## src/rtl/scsi_cmd_dispatch_pkg.sv

```systemverilog
package scsi_cmd_dispatch_pkg;

   typedef enum logic [2:0] {
      GRP_CTRL = 3'd0,
      GRP_INIT = 3'd1,
      GRP_MSG  = 3'd2,
      GRP_SEL  = 3'd3,
      GRP_NONE = 3'd4
   } cmd_grp_e;

   // message phases are the two codes with MSG and C/D both high
   function automatic logic is_msg_phase(input logic [2:0] ph);
      return ph[2] & ph[1];
   endfunction

endpackage

```

## src/rtl/sdc_opcode_classify.sv

```systemverilog
module sdc_opcode_classify
   import scsi_cmd_dispatch_pkg::*;
#(
   parameter int OP_W  = 7,
   parameter int G1_HI = 3,
   parameter int G2_LO = 16,
   parameter int G2_HI = 27,
   parameter int G3_LO = 32,
   parameter int G3_HI = 43,
   parameter int G4_LO = 64,
   parameter int G4_HI = 71
) (
   input  logic [OP_W-1:0] op,
   input  logic            connected,
   input  logic            in_msg,
   output logic            legal
);

   localparam int NRANGE = 3;
   localparam int LO [NRANGE] = '{G2_LO, G3_LO, G4_LO};
   localparam int HI [NRANGE] = '{G2_HI, G3_HI, G4_HI};

   logic [NRANGE-1:0] hit;
   cmd_grp_e          grp;

   genvar g;
   generate
      for (g = 0; g < NRANGE; g++) begin : g_range
         assign hit[g] = (op >= OP_W'(LO[g])) && (op <= OP_W'(HI[g]));
      end
   endgenerate

   always_comb begin
      if (op <= OP_W'(G1_HI))   grp = GRP_CTRL;
      else if (hit[0])          grp = GRP_INIT;
      else if (hit[1])          grp = GRP_MSG;
      else if (hit[2])          grp = GRP_SEL;
      else                      grp = GRP_NONE;
   end

   always_comb begin
      unique case (grp)
         GRP_CTRL: legal = 1'b1;
         GRP_INIT: legal = connected;
         GRP_MSG:  legal = connected & in_msg;
         GRP_SEL:  legal = ~connected;
         default:  legal = 1'b0;
      endcase
   end

endmodule

```

## src/rtl/sdc_int_cause.sv

```systemverilog
module sdc_int_cause #(
   parameter int INT_W = 8
) (
   input  logic             clk,
   input  logic             rst_n,
   input  logic [INT_W-1:0] set_vec,
   input  logic             clr,
   output logic [INT_W-1:0] q
);

   genvar b;
   generate
      for (b = 0; b < INT_W; b++) begin : g_bit
         always_ff @(posedge clk or negedge rst_n) begin
            if (!rst_n)          q[b] <= 1'b0;
            else if (set_vec[b]) q[b] <= 1'b1;
            else if (clr)        q[b] <= 1'b0;
         end
      end
   endgenerate

endmodule

```

## src/rtl/sdc_phase_status.sv

```systemverilog
module sdc_phase_status (
   input  logic [2:0] phase,
   input  logic       xfer_done,
   input  logic       tc_zero,
   input  logic       parity_err,
   input  logic       pending,
   output logic [7:0] stat
);

   always_comb begin
      stat      = '0;
      stat[2:0] = phase;
      stat[3]   = xfer_done;
      stat[4]   = tc_zero;
      stat[5]   = parity_err;
      stat[7]   = pending;
   end

endmodule

```

## src/rtl/scsi_cmd_dispatch.sv

```systemverilog
module scsi_cmd_dispatch
   import scsi_cmd_dispatch_pkg::*;
#(
   parameter int CMD_W      = 8,
   parameter int INT_W      = 8,
   parameter int G1_HI      = 3,
   parameter int G2_LO      = 16,
   parameter int G2_HI      = 27,
   parameter int G3_LO      = 32,
   parameter int G3_HI      = 43,
   parameter int G4_LO      = 64,
   parameter int G4_HI      = 71,
   parameter int BUSRST_OP  = 3,
   parameter int ILL_BIT    = 6,
   parameter int BRST_BIT   = 7,
   parameter bit STATUS_REG = 1'b0
) (
   input  logic             clk,
   input  logic             rst_n,
   input  logic             cmd_wr,
   input  logic [CMD_W-1:0] cmd_byte,
   input  logic             connected,
   input  logic [2:0]       bus_phase,
   input  logic             rst_rpt_dis,
   input  logic [INT_W-1:0] ev_set,
   input  logic             int_rd,
   input  logic             xfer_done,
   input  logic             tc_zero,
   input  logic             parity_err,
   output logic             op_start,
   output logic [CMD_W-2:0] op_code,
   output logic             op_dma,
   output logic [INT_W-1:0] int_reg,
   output logic             irq,
   output logic [7:0]       status
);

   localparam int OP_W = CMD_W - 1;
   localparam logic [INT_W-1:0] ILL_MASK  = INT_W'(1) << ILL_BIT;
   localparam logic [INT_W-1:0] BRST_MASK = INT_W'(1) << BRST_BIT;

   // elaboration-time parameter checks
   generate
      if (CMD_W < 8) begin : g_bad_cmd_w
         $error("CMD_W must be at least 8");
      end
      if (ILL_BIT >= INT_W || BRST_BIT >= INT_W || ILL_BIT == BRST_BIT) begin : g_bad_bits
         $error("cause bit positions out of range or overlapping");
      end
      if (!(G1_HI < G2_LO && G2_LO <= G2_HI && G2_HI < G3_LO && G3_LO <= G3_HI &&
            G3_HI < G4_LO && G4_LO <= G4_HI && G4_HI < (1 << OP_W))) begin : g_bad_ranges
         $error("opcode group ranges must be ordered and fit the opcode field");
      end
      if (BUSRST_OP > G1_HI) begin : g_bad_busrst
         $error("bus reset opcode must lie in the control group");
      end
   endgenerate

   logic [OP_W-1:0]  op;
   logic             dma;
   logic             legal;
   logic             accept;
   logic             reject;
   logic             brst_rpt;
   logic [INT_W-1:0] set_vec;
   logic [7:0]       stat_c;

   assign op  = cmd_byte[OP_W-1:0];
   assign dma = cmd_byte[CMD_W-1];

   sdc_opcode_classify #(
      .OP_W (OP_W),
      .G1_HI(G1_HI), .G2_LO(G2_LO), .G2_HI(G2_HI),
      .G3_LO(G3_LO), .G3_HI(G3_HI), .G4_LO(G4_LO), .G4_HI(G4_HI)
   ) u_classify (
      .op       (op),
      .connected(connected),
      .in_msg   (is_msg_phase(bus_phase)),
      .legal    (legal)
   );

   assign accept   = cmd_wr & legal;
   assign reject   = cmd_wr & ~legal;
   assign brst_rpt = accept & (op == OP_W'(BUSRST_OP)) & ~rst_rpt_dis;

   always_comb begin
      set_vec = ev_set & ~ILL_MASK;
      if (reject)   set_vec = set_vec | ILL_MASK;
      if (brst_rpt) set_vec = set_vec | BRST_MASK;
   end

   sdc_int_cause #(.INT_W(INT_W)) u_cause (
      .clk    (clk),
      .rst_n  (rst_n),
      .set_vec(set_vec),
      .clr    (int_rd),
      .q      (int_reg)
   );

   assign irq = |int_reg;

   always_ff @(posedge clk or negedge rst_n) begin
      if (!rst_n) begin
         op_start <= 1'b0;
         op_code  <= '0;
         op_dma   <= 1'b0;
      end else begin
         op_start <= accept;
         if (accept) begin
            op_code <= op;
            op_dma  <= dma;
         end
      end
   end

   sdc_phase_status u_status (
      .phase     (bus_phase),
      .xfer_done (xfer_done),
      .tc_zero   (tc_zero),
      .parity_err(parity_err),
      .pending   (irq),
      .stat      (stat_c)
   );

   generate
      if (STATUS_REG) begin : g_stat_ff
         always_ff @(posedge clk or negedge rst_n) begin
            if (!rst_n) status <= '0;
            else        status <= stat_c;
         end
      end else begin : g_stat_comb
         assign status = stat_c;
      end
   endgenerate

endmodule

```

## config.mk

```make
export PLATFORM = sky130hd
export DESIGN_NAME = scsi_cmd_dispatch
export DESIGN_NICKNAME = d
export VERILOG_FILES = /design/src/rtl/scsi_cmd_dispatch_pkg.sv /design/src/rtl/sdc_opcode_classify.sv /design/src/rtl/sdc_int_cause.sv /design/src/rtl/sdc_phase_status.sv /design/src/rtl/scsi_cmd_dispatch.sv
export SDC_FILE = /design/constraint.sdc
export NUM_CORES = 1
export LEC_CHECK = 0
export ABC_AREA = 1
export ABC_CLOCK_PERIOD_IN_PS = 800
export BUFFER_PORTS_ARGS = -buffer_cell sky130_fd_sc_hd__buf_2
export CORE_ASPECT_RATIO = 0.9
export CORE_MARGIN = 2
export CORE_UTILIZATION = 37
export DETAILED_ROUTE_END_ITERATION = 12
export HOLD_SLACK_MARGIN = 0.05
export PLACE_DENSITY = 0.74
export SYNTH_ARGS = -nofsm -noshare
export SYNTH_HDL_FRONTEND = slang
export SYNTH_HIERARCHICAL = 1
export SYNTH_SLANG_ARGS = --single-unit
```

## constraint.sdc

```tcl
create_clock -name clk -period 0.8 [get_ports clk]
set_input_delay 0.04 -clock clk [delete_from_list [all_inputs] [get_ports clk]]
set_output_delay 0.04 -clock clk [all_outputs]
set_load 0.03 [all_outputs]
```

* Yosys cells after proc, flatten, opt, wreduce, memory -nomap -nowiden
Index checks and enable logic that the tools add are counted.
** Word-level totals
- Word-level logic and storage cells :: 60
- Register bits :: 17
- Input bits :: 28
** Cells by class
- $lt $le $gt $ge :: 7
- Equal/unequal tests :: 4
- Muxes and demuxes :: 16
- Bitwise operators :: 9
- Reductions and logical operators :: 13
** Operators by type and width (count)
- nonzero test 2 bit :: 8
- 2-to-1 mux 3 bit :: 4
- 2-to-1 mux 1 bit :: 9
- 2-to-1 mux 8 bit :: 1
- OR reduction 8 bit :: 1
- == test 7 x 2 -> 1 bit (second input constant) :: 1
- greater-or-equal comparator 7 x 5 -> 1 bit (second input constant) :: 1
- greater-or-equal comparator 7 x 6 -> 1 bit (second input constant) :: 1
- greater-or-equal comparator 7 bit (second input constant) :: 1
- less-or-equal comparator 7 x 2 -> 1 bit (second input constant) :: 1
- less-or-equal comparator 7 x 5 -> 1 bit (second input constant) :: 1
- less-or-equal comparator 7 x 6 -> 1 bit (second input constant) :: 1
- less-or-equal comparator 7 bit (second input constant) :: 1
- 2-to-1 mux 7 bit :: 1
- AND 1 bit :: 6
- == test 3 x 2 -> 1 bit (second input constant) :: 2
- one-hot mux 1 bit (4 select lines) :: 1
- == test 3 x 1 -> 1 bit (second input constant) :: 1
- logical AND 1 bit :: 3
- zero test 3 bit :: 1
- inverter 1 bit :: 3

* Longest topological paths before layout
Gate-level depths: netlist of the first run.
- Word-level depth :: 13
- Mapped depth :: 12
- Gate-level depth less buffers :: 12

* Cells and area by module
The synthesis of the first run kept the hierarchy.
** Modules (own cells, without submodules)
- scsi_cmd_dispatch :: sequential area each 225.2 µm², times used 1, area each 400.4 µm², cells each 52
- sdc_int_cause :: sequential area each 200.2 µm², times used 1, area each 294.0 µm², cells each 33
- sdc_opcode_classify :: sequential area each 0.0 µm², times used 1, area each 73.8 µm², cells each 17
- sdc_phase_status :: sequential area each 0.0 µm², times used 1, area each 63.8 µm², cells each 9

* Worst setup path after synthesis of the first run
OpenSTA, ideal clock, no wires.
- Kind :: register -> output
- From :: reg u_cause.q[1]
- To :: out status[7]
- Data required time :: 0.760 ns
- Arrival :: 1.269 ns
- Buffers on the path :: 1
- Setup slack :: -0.509 ns
- Stages on the path, launching flop included :: 4
- Cells stage by stage :: dfrtp_1 -> nor2_1 -> nand4_1 -> buf_4
** Between the ends
- Cells in the longest elaborated chain, start to end :: 1
** RTL lines
- start: declaration :: RTL line sdc_int_cause.sv:8 : output logic [INT_W-1:0] q
- start signal: indexed assignment :: RTL line sdc_int_cause.sv:15 : if (!rst_n) q[b] <= 1'b0;
- start signal: indexed assignment :: RTL line sdc_int_cause.sv:16 : else if (set_vec[b]) q[b] <= 1'b1;
- start signal: indexed assignment :: RTL line sdc_int_cause.sv:17 : else if (clr) q[b] <= 1'b0;
- OR reduction 8 bit :: RTL line scsi_cmd_dispatch.sv:100 : assign irq = |int_reg;
- end: declaration :: RTL line scsi_cmd_dispatch.sv:35 : output logic [7:0] status
No other way between the ends.

* Final worst setup path of the first run
Same ends and word-level chain as after synthesis.

==> results.md, run 1 <==
- Run status: finished with violations
- Failing checks: setup timing
- Root Buffer: clkbuf_4
- Placed Cells: approximately 190
- Vias in the first global route: approximately 890
- Global Route Usage Sum: 18.98%
- Clock sink count: 17
- Sequential fraction of the synthesis area: 51.13%
- Final clock skew: 0 ns
- Synth area leaders: dfrtp_1 51%, nand2_1 22%, buf_4 7.2%
- Max-Cap Viols: 0
- Fin crit period: 1.170 ns
- Iter 0 DRT Violations: 13
- DRC viols: 0
- Non-filler cells, final: 213
- Nets: 215
- Hold WS: 0.08007 ns
- Yosys warnings: 6
- Worst setup SP type: register
- R2R cell count: 4
- Die Y: 48.99 um
- CP bufs+invs: 1
- Ant diodes: 0
- Worst path max stage delay: 0.42 ns
- IO Count: 54
- Gpl congestion: 0.7515
- Min-Delay Path Class: in -> out
- Most frequent cells in the layout: 42 x nand2_1, 28 x buf_6, 24 x buf_2, 16 x buf_4, 13 x inv_1
- Clk buf depth: 2
- Peak supply drop: ~1.1 mV
- Period utilisation layout: 146.3%
- Most common cell after layout, fill and taps aside: nand2_1
- Mapped Nets: around 140
- Detail-routed via count per cell: 4.291
- Post-route setup slack: -0.3703 ns
- WL final: 2.516 mm
- Compound-Gate Fraction of Synth Area: 2.256%
- Htree depth: 1
- Arr. time, crit path: 1.13 ns
- Detail Route Antenna Nets: 0
- Final Hold Fails: 0
- Total grt overflow: 0
- Adder-cell area share of the yosys netlist: 0%
- Syn Area/Cell: 7.496 um^2
- Fin. max-slew vios: 0
- Slowest cell on the critical path: dfrtp_2
- Synth Area in XOR/XNOR: 0%
- Area grow syn2layout: 89.02%
- Yosys top cell by area: dfrtp_1
- Post-Synth Simple-Gate Area: a little under a third
- Top delay family on crit path: flip-flops
- Initial core utilization: approximately 38%
- Worst EP required: ~0.76 ns
- Crit path depth: 3
- Die ar.: ~2600 um^2
- Pleak: 0.8630 nW
- Endpoints failing setup: 25
- CP cell instances: nor2_1, nand4_1, buf_2
- Post-synthesis cell count: 111
- Via count: 914
- Worst Setup Path Type: reg -> out
- Port Buffers: 43
- # fillers: 148
- TritonCTS clock tree: yes
- Post-Route Setup TNS: -3.391 ns
- Multiplexer share of the synthesized area: 0%
- Crit end category: primary output
- Initial antenna violation count: 0
- DP HPWL: 1.583 mm
- Clock-pin slew on the worst setup and hold paths: 0.09 ns
- Largest family of logic cells by synthesized area: simple AND/OR/NAND/NOR gates
- First-pass GRT wire length: between 3 and 4 mm
- Fin area: around 1600 um^2
- Worst-Skew Late Latency: 0.29 ns
- Drt wl/cell: roughly 12 um
- Yosys cell types: 15
- Cell area after synthesis: 832.0 um^2
- CORE AREA: 2162 um^2
- Worst hold path depth: 0
- Pre-antenna DRT Iters: 3
- P per Cell Area: 1753 nW/um^2
- Cts bufs inserted: 3
- Die outline width: 53.99 um
- Layout cell share with drive strength beyond 1: between 50% and 60%
- Yosys top cell area share: 51.13%
- Achievable clock frequency: 854.5 MHz
- Largest net degree at the start of global routing: 18
- Num rows: 16
- Crit Path Max Fanout: 2
- Seq cells post-synth: 17
- DP Area: 1171 um^2
- RSZ-0062 raised after global routing: yes
## state kept, by name (all words and copies together) (netlist names)
register / cells
op_dma: 1
op_start: 1
op_code: 7
u_cause/q: 8
## through the flow
stage	power (mW)	setup WS [ns]	util [%]
final	2.758	-0.3703	72.74
after global routing	2.914	-0.4377	72.74
after CTS	2.688	-0.3766	68.92
after detailed placement	1.896	-0.3461	54.17
after global placement	1.877	-0.2774	54.17
after floorplan	1.599	-0.4620	-
## layout make-up
class / count / area [um^2] / share of cell area, %
inverter: 18 / 90.09 / 5.728
timing repair buffer: 79 / 665.6 / 42.32
sequential: 17 / 435.4 / 27.68
multi-input combinational: 68 / 321.6 / 20.45
clock buffer: 4 / 26.28 / 1.671
tap: 27 / 33.78 / 2.148
## synthesized netlist by cell type
master	count
o21ai_0	1
dfrtp_1	17
nand4_1	1
nor2_2	1
a21oi_1	1
nor2_1	9
nand2_4	1
o21ai_2	1
inv_1	16
conb_1	1
nand2_1	49
buf_4	8
nand3_1	2
nor3_1	1
inv_2	2
## final timing paths
kind                            slack, ns         start      endpoint
worst max register to register      -0.09  u_cause/q[3]  u_cause/q[3]
worst max-delay path                -0.37  u_cause/q[1]     status[7]
worst min-delay path                 0.08       tc_zero     status[4]
worst min register to register       0.52        op_dma        op_dma
max in group asynchronous            0.29         rst_n  u_cause/q[1]
min in group asynchronous            0.21         rst_n    op_code[5]
## timing repair
action	4_1_cts	5_1_grt
pin swaps	0	5
endpoints found under the hold margin	27	0
resized for setup	43	18
hold buffers	11	0
buffers inserted	5	8
endpoints found under the setup margin	25	30
## cell families after synthesis
kind of cell | Yosys count
flip-flops | 17
AND/OR/NAND/NOR | 64
AO/OA/AOI/OAI | 3
other | 1
buffers and inverters | 26
## worst reg2reg max path, delay by kind of cell, from the launching register on
kind	cells	cell delay [ns]
AND/OR/NAND/NOR	2	0.12
flip-flops	1	0.42
buffers and inverters	2	0.24
## report_power, final
group | leakage (nW) | switching, mW | internal (mW) | total, mW
sequential | 0.194 | 0.0960 | 0.997 | 1.09
combinational | 0.654 | 0.616 | 0.598 | 1.21
clock | 0.0150 | 0.257 | 0.194 | 0.451
total | 0.863 | 0.969 | 1.79 | 2.76
## metal layers
metal	track usage, %	share of wire, %	vias up	routed length [um]
met5	0	0	-	0
met4	3.750	1.4	0	35
met3	7.055	8.3	4	208
met2	37.20	52	41	1312
met1	17.75	38	401	960
li1	-	-	468	-
Note: power is estimated with default switching activity, not from simulation.
==> inputs of run 2 (changes only) <==
--- a/config.mk
+++ b/config.mk
@@ -5,15 +5,14 @@
 export SDC_FILE = /design/constraint.sdc
 export NUM_CORES = 1
 export LEC_CHECK = 0
-export ABC_AREA = 1
 export ABC_CLOCK_PERIOD_IN_PS = 800
 export BUFFER_PORTS_ARGS = -buffer_cell sky130_fd_sc_hd__buf_2
 export CORE_ASPECT_RATIO = 0.9
 export CORE_MARGIN = 2
-export CORE_UTILIZATION = 37
+export CORE_UTILIZATION = 35
 export DETAILED_ROUTE_END_ITERATION = 12
 export HOLD_SLACK_MARGIN = 0.05
-export PLACE_DENSITY = 0.74
+export PLACE_DENSITY = 0.73
 export SYNTH_ARGS = -nofsm -noshare
 export SYNTH_HDL_FRONTEND = slang
 export SYNTH_HIERARCHICAL = 1
==> results.md, run 2 <==
- Run status: finished with violations
- Failing checks: setup timing
- Drt wl/cell: 13.93 um (+18%)
- Post-synthesis cell count: 62 (-44%)
- Fin crit period: 1.287 ns (+0.1171 ns)
- Largest register FFs: 8 (unchanged)
- Htree depth: 1 (unchanged)
- Die ar.: 2594 um^2 (-1.9%)
- Gpl congestion: 0.6946 (-7.6%)
- Hold-fix buffers at CTS: 11 (unchanged)
- Cell area after synthesis: 770.7 um^2 (-7.4%)
- Iter 0 DRT Violations: 5 (-8)
- Ant diodes: 0 (unchanged)
- Die Y: 48.52 um (-0.95%)
- Via count: 709 (-22%)
- Cts bufs inserted: 3 (unchanged)
- Die outline width: 53.47 um (-0.96%)
- Clock sink count: 17 (unchanged)
- Post-synth top flop: dfrtp_1
- Mapped Nets: 90 (-35%)
- Post-route setup slack: -0.4874 ns (-0.1171 ns)
- Yosys warnings: 6 (unchanged)
- Most frequent cells in the layout: 29 x buf_6, 21 x buf_2, 11 x dlygate4sd3_1, 9 x dfrtp_1
- Post-Synth Simple-Gate Area: 9.578% (-21 points)
- Max-Cap Viols: 0 (unchanged)
- Detail-routed via count per cell: 4.664 (+8.7%)
- Arr. time, crit path: 1.25 ns (+0.12 ns)
- Crit Path Max Fanout: 2 (unchanged)
- Area grow syn2layout: 85.71%
- Sequential fraction of the synthesis area: 55.19% (+4.1 points)
- Compound-Gate Fraction of Synth Area: 13.80% (+12 points)
- WL final: 2.117 mm (-16%)
- Yosys top cell area share: 55.19% (+4.1 points)
- Synth Area in XOR/XNOR: 0% (unchanged)
- Syn Area/Cell: 12.43 um^2 (+66%)
- Utilization after layout: 67.45% (-5.3 points)
- Yosys cell types: 23 (+8)
- Crit end category: primary output
- Vias in the first global route: 796 (-10%)
- CORE AREA: 2122 um^2 (-1.9%)
- Min-Delay Path Class: in -> reg
- Adder-cell area share of the yosys netlist: 0% (unchanged)
- Peak supply drop: 1.329 mV (+21%)
- Most common cell after layout, fill and taps aside: buf_6
- Worst-Skew Late Latency: 0.29 ns (about the same)
- RSZ-0062 raised after global routing: yes
- Worst EP required: 0.76 ns (about the same)
- Top reg by flops: u_cause/q
- Worst setup SP type: register
- Detail Route Antenna Nets: 0 (unchanged)
- Global Route Usage Sum: 17.71% (-1.3 points)
- CP Launch Point: u_cause/q[1]
- Most frequent cells after synthesis: 17 x dfrtp_1, 8 x a21o_1, 8 x buf_4, 8 x mux2_2
- Port Buffers: 43 (unchanged)
- R2R Path Start: u_cause/q[7]
- Endpoints failing setup: 33 (+32%)
- Final Hold Fails: 0 (unchanged)
- Post-synth EDFFs: 0 (unchanged)
- Worst Setup Path Type: reg -> out
- Period utilisation layout: 160.9% (+15 points)
- Multiplexer share of the synthesized area: 11.69% (+12 points)
- Layout cell share with drive strength beyond 1: 68.80% (+17 points)
- Clk buf depth: 2 (unchanged)
- Achievable clock frequency: 776.8 MHz (-9.1%)
- Total grt overflow: 0 (unchanged)
- Worst hold path depth: 3 (+3)
- Top-count cell post-synth: dfrtp_1
- Pleak: 0.6818 nW (-21%)
- Largest regs: u_cause/q (8), op_code (7)
- DRC viols: 0 (unchanged)
- DP HPWL: 1.417 mm (-11%)
- Yosys top cell by area: dfrtp_1
- R2R cell count: 3 (-1)
- Post-Route Setup TNS: -4.606 ns (-1.215 ns)
- Num rows: 16 (unchanged)
- Root Buffer: clkbuf_4
- Initial core utilization: 36.32% (-2.2 points)
- Largest net degree at the start of global routing: 18 (unchanged)
- Hold WS: 0.04198 ns (-0.03809 ns)
- TritonCTS clock tree: yes
- Ys async rst share: 100.0% (unchanged)
- IO Count: 54 (unchanged)
- Nets: 154 (-28%)
- Final clock skew: 0 ns (unchanged)
- First-pass GRT wire length: 3.353 mm (-8.3%)
- Seq cells post-synth: 17 (unchanged)
- Pre-antenna DRT Iters: 3 (unchanged)
- Largest family of logic cells by synthesized area: compound AO/OA/AOI/OAI gates
- Clock-pin slew on the worst setup and hold paths: 0.09 ns (about the same)
- Synth area leaders: dfrtp_1 55%, mux2_2 12%, a21o_1 7.8%
- Hold Startpoint: ev_set[7]
- Initial antenna violation count: 0 (unchanged)
- Fin. max-slew vios: 0 (unchanged)
- P per Cell Area: 1878 nW/um^2 (+7.1%)
==> run 2: changes by cell type in the layout (fill, tap and decap cells not counted), moves of 3 or more <==
cell | previous run | this run
buf_4 | 16 | 5
inv_8 | 3 | 0
nor2_1 | 8 | 1
mux2_2 | 0 | 8
nand2_1 | 42 | 0
a21o_1 | 0 | 8
buf_2 | 24 | 21
nand2_2 | 6 | 2
inv_1 | 13 | 1
==> run 2: stage by stage <==
stage                     cell area (um^2)  power, mW  worst slack [ns]  instances
after floorplan                      799.5      1.635           -0.3739         62
after global placement                1067      1.898           -0.4323        135
after detailed placement              1067      1.923           -0.4772        135
after CTS                             1413      2.695           -0.5083        154
after global routing                  1431      2.824           -0.5580        152
final                                 1431      2.689           -0.4874        152
==> run 2: routing by layer <==
layer / GRT usage (%) / up-vias / wire length [um]
met5: 0 / - / 0
met4: 2.991 / 0 / 0
met3: 6.173 / 0 / 164
met2: 32.51 / 41 / 1104
met1: 19.16 / 329 / 847
li1: - / 339 / -
==> run 2: logic make-up after synthesis <==
| family | count (synthesis) |
|---|---|
| AO/OA/AOI/OAI | 14 |
| multiplexers | 8 |
| flip-flops | 17 |
| buffers and inverters | 11 |
| AND/OR/NAND/NOR | 11 |
| other | 1 |
==> run 2: final cells by class <==
cell class / instances / area [um^2]
clock buffer: 4 / 26.28
fill: 173 / 690.7
inverter: 3 / 11.26
multi-input combinational: 35 / 345.3
sequential: 17 / 435.4
tap: 27 / 33.78
timing repair buffer: 66 / 579.3
==> run 2: worst max-delay path, stage by stage (launching register included) <==
cell and delay, ns:
dfrtp_2 0.43, nor4_4 0.28, nand2_2 0.10, buf_6 0.15
==> run 2: worst paths after layout <==
check | endpoint | slack, ns
worst max-delay path | irq | -0.49
worst min-delay path | u_cause/q[7] | 0.04
worst max register to register | u_cause/q[7] | -0.12
worst min register to register | op_code[0] | 0.55
max in group asynchronous | u_cause/q[6] | 0.30
min in group asynchronous | op_start | 0.21
==> run 2: what timing repair did <==
item                       in CTS  in global routing
gates resized for setup        52                  9
pin swaps                       6                 11
cloned                          1                  0
setup endpoints to repair      34                 35
hold endpoints to repair       28                  1
buffers inserted                3                  2
==> run 2: power by group <==
group          leakage [nW]  internal (mW)  total [mW]  switching, mW
clock                0.0150          0.194       0.453          0.259
combinational         0.478          0.557        1.10          0.546
sequential            0.189           1.01        1.13          0.123
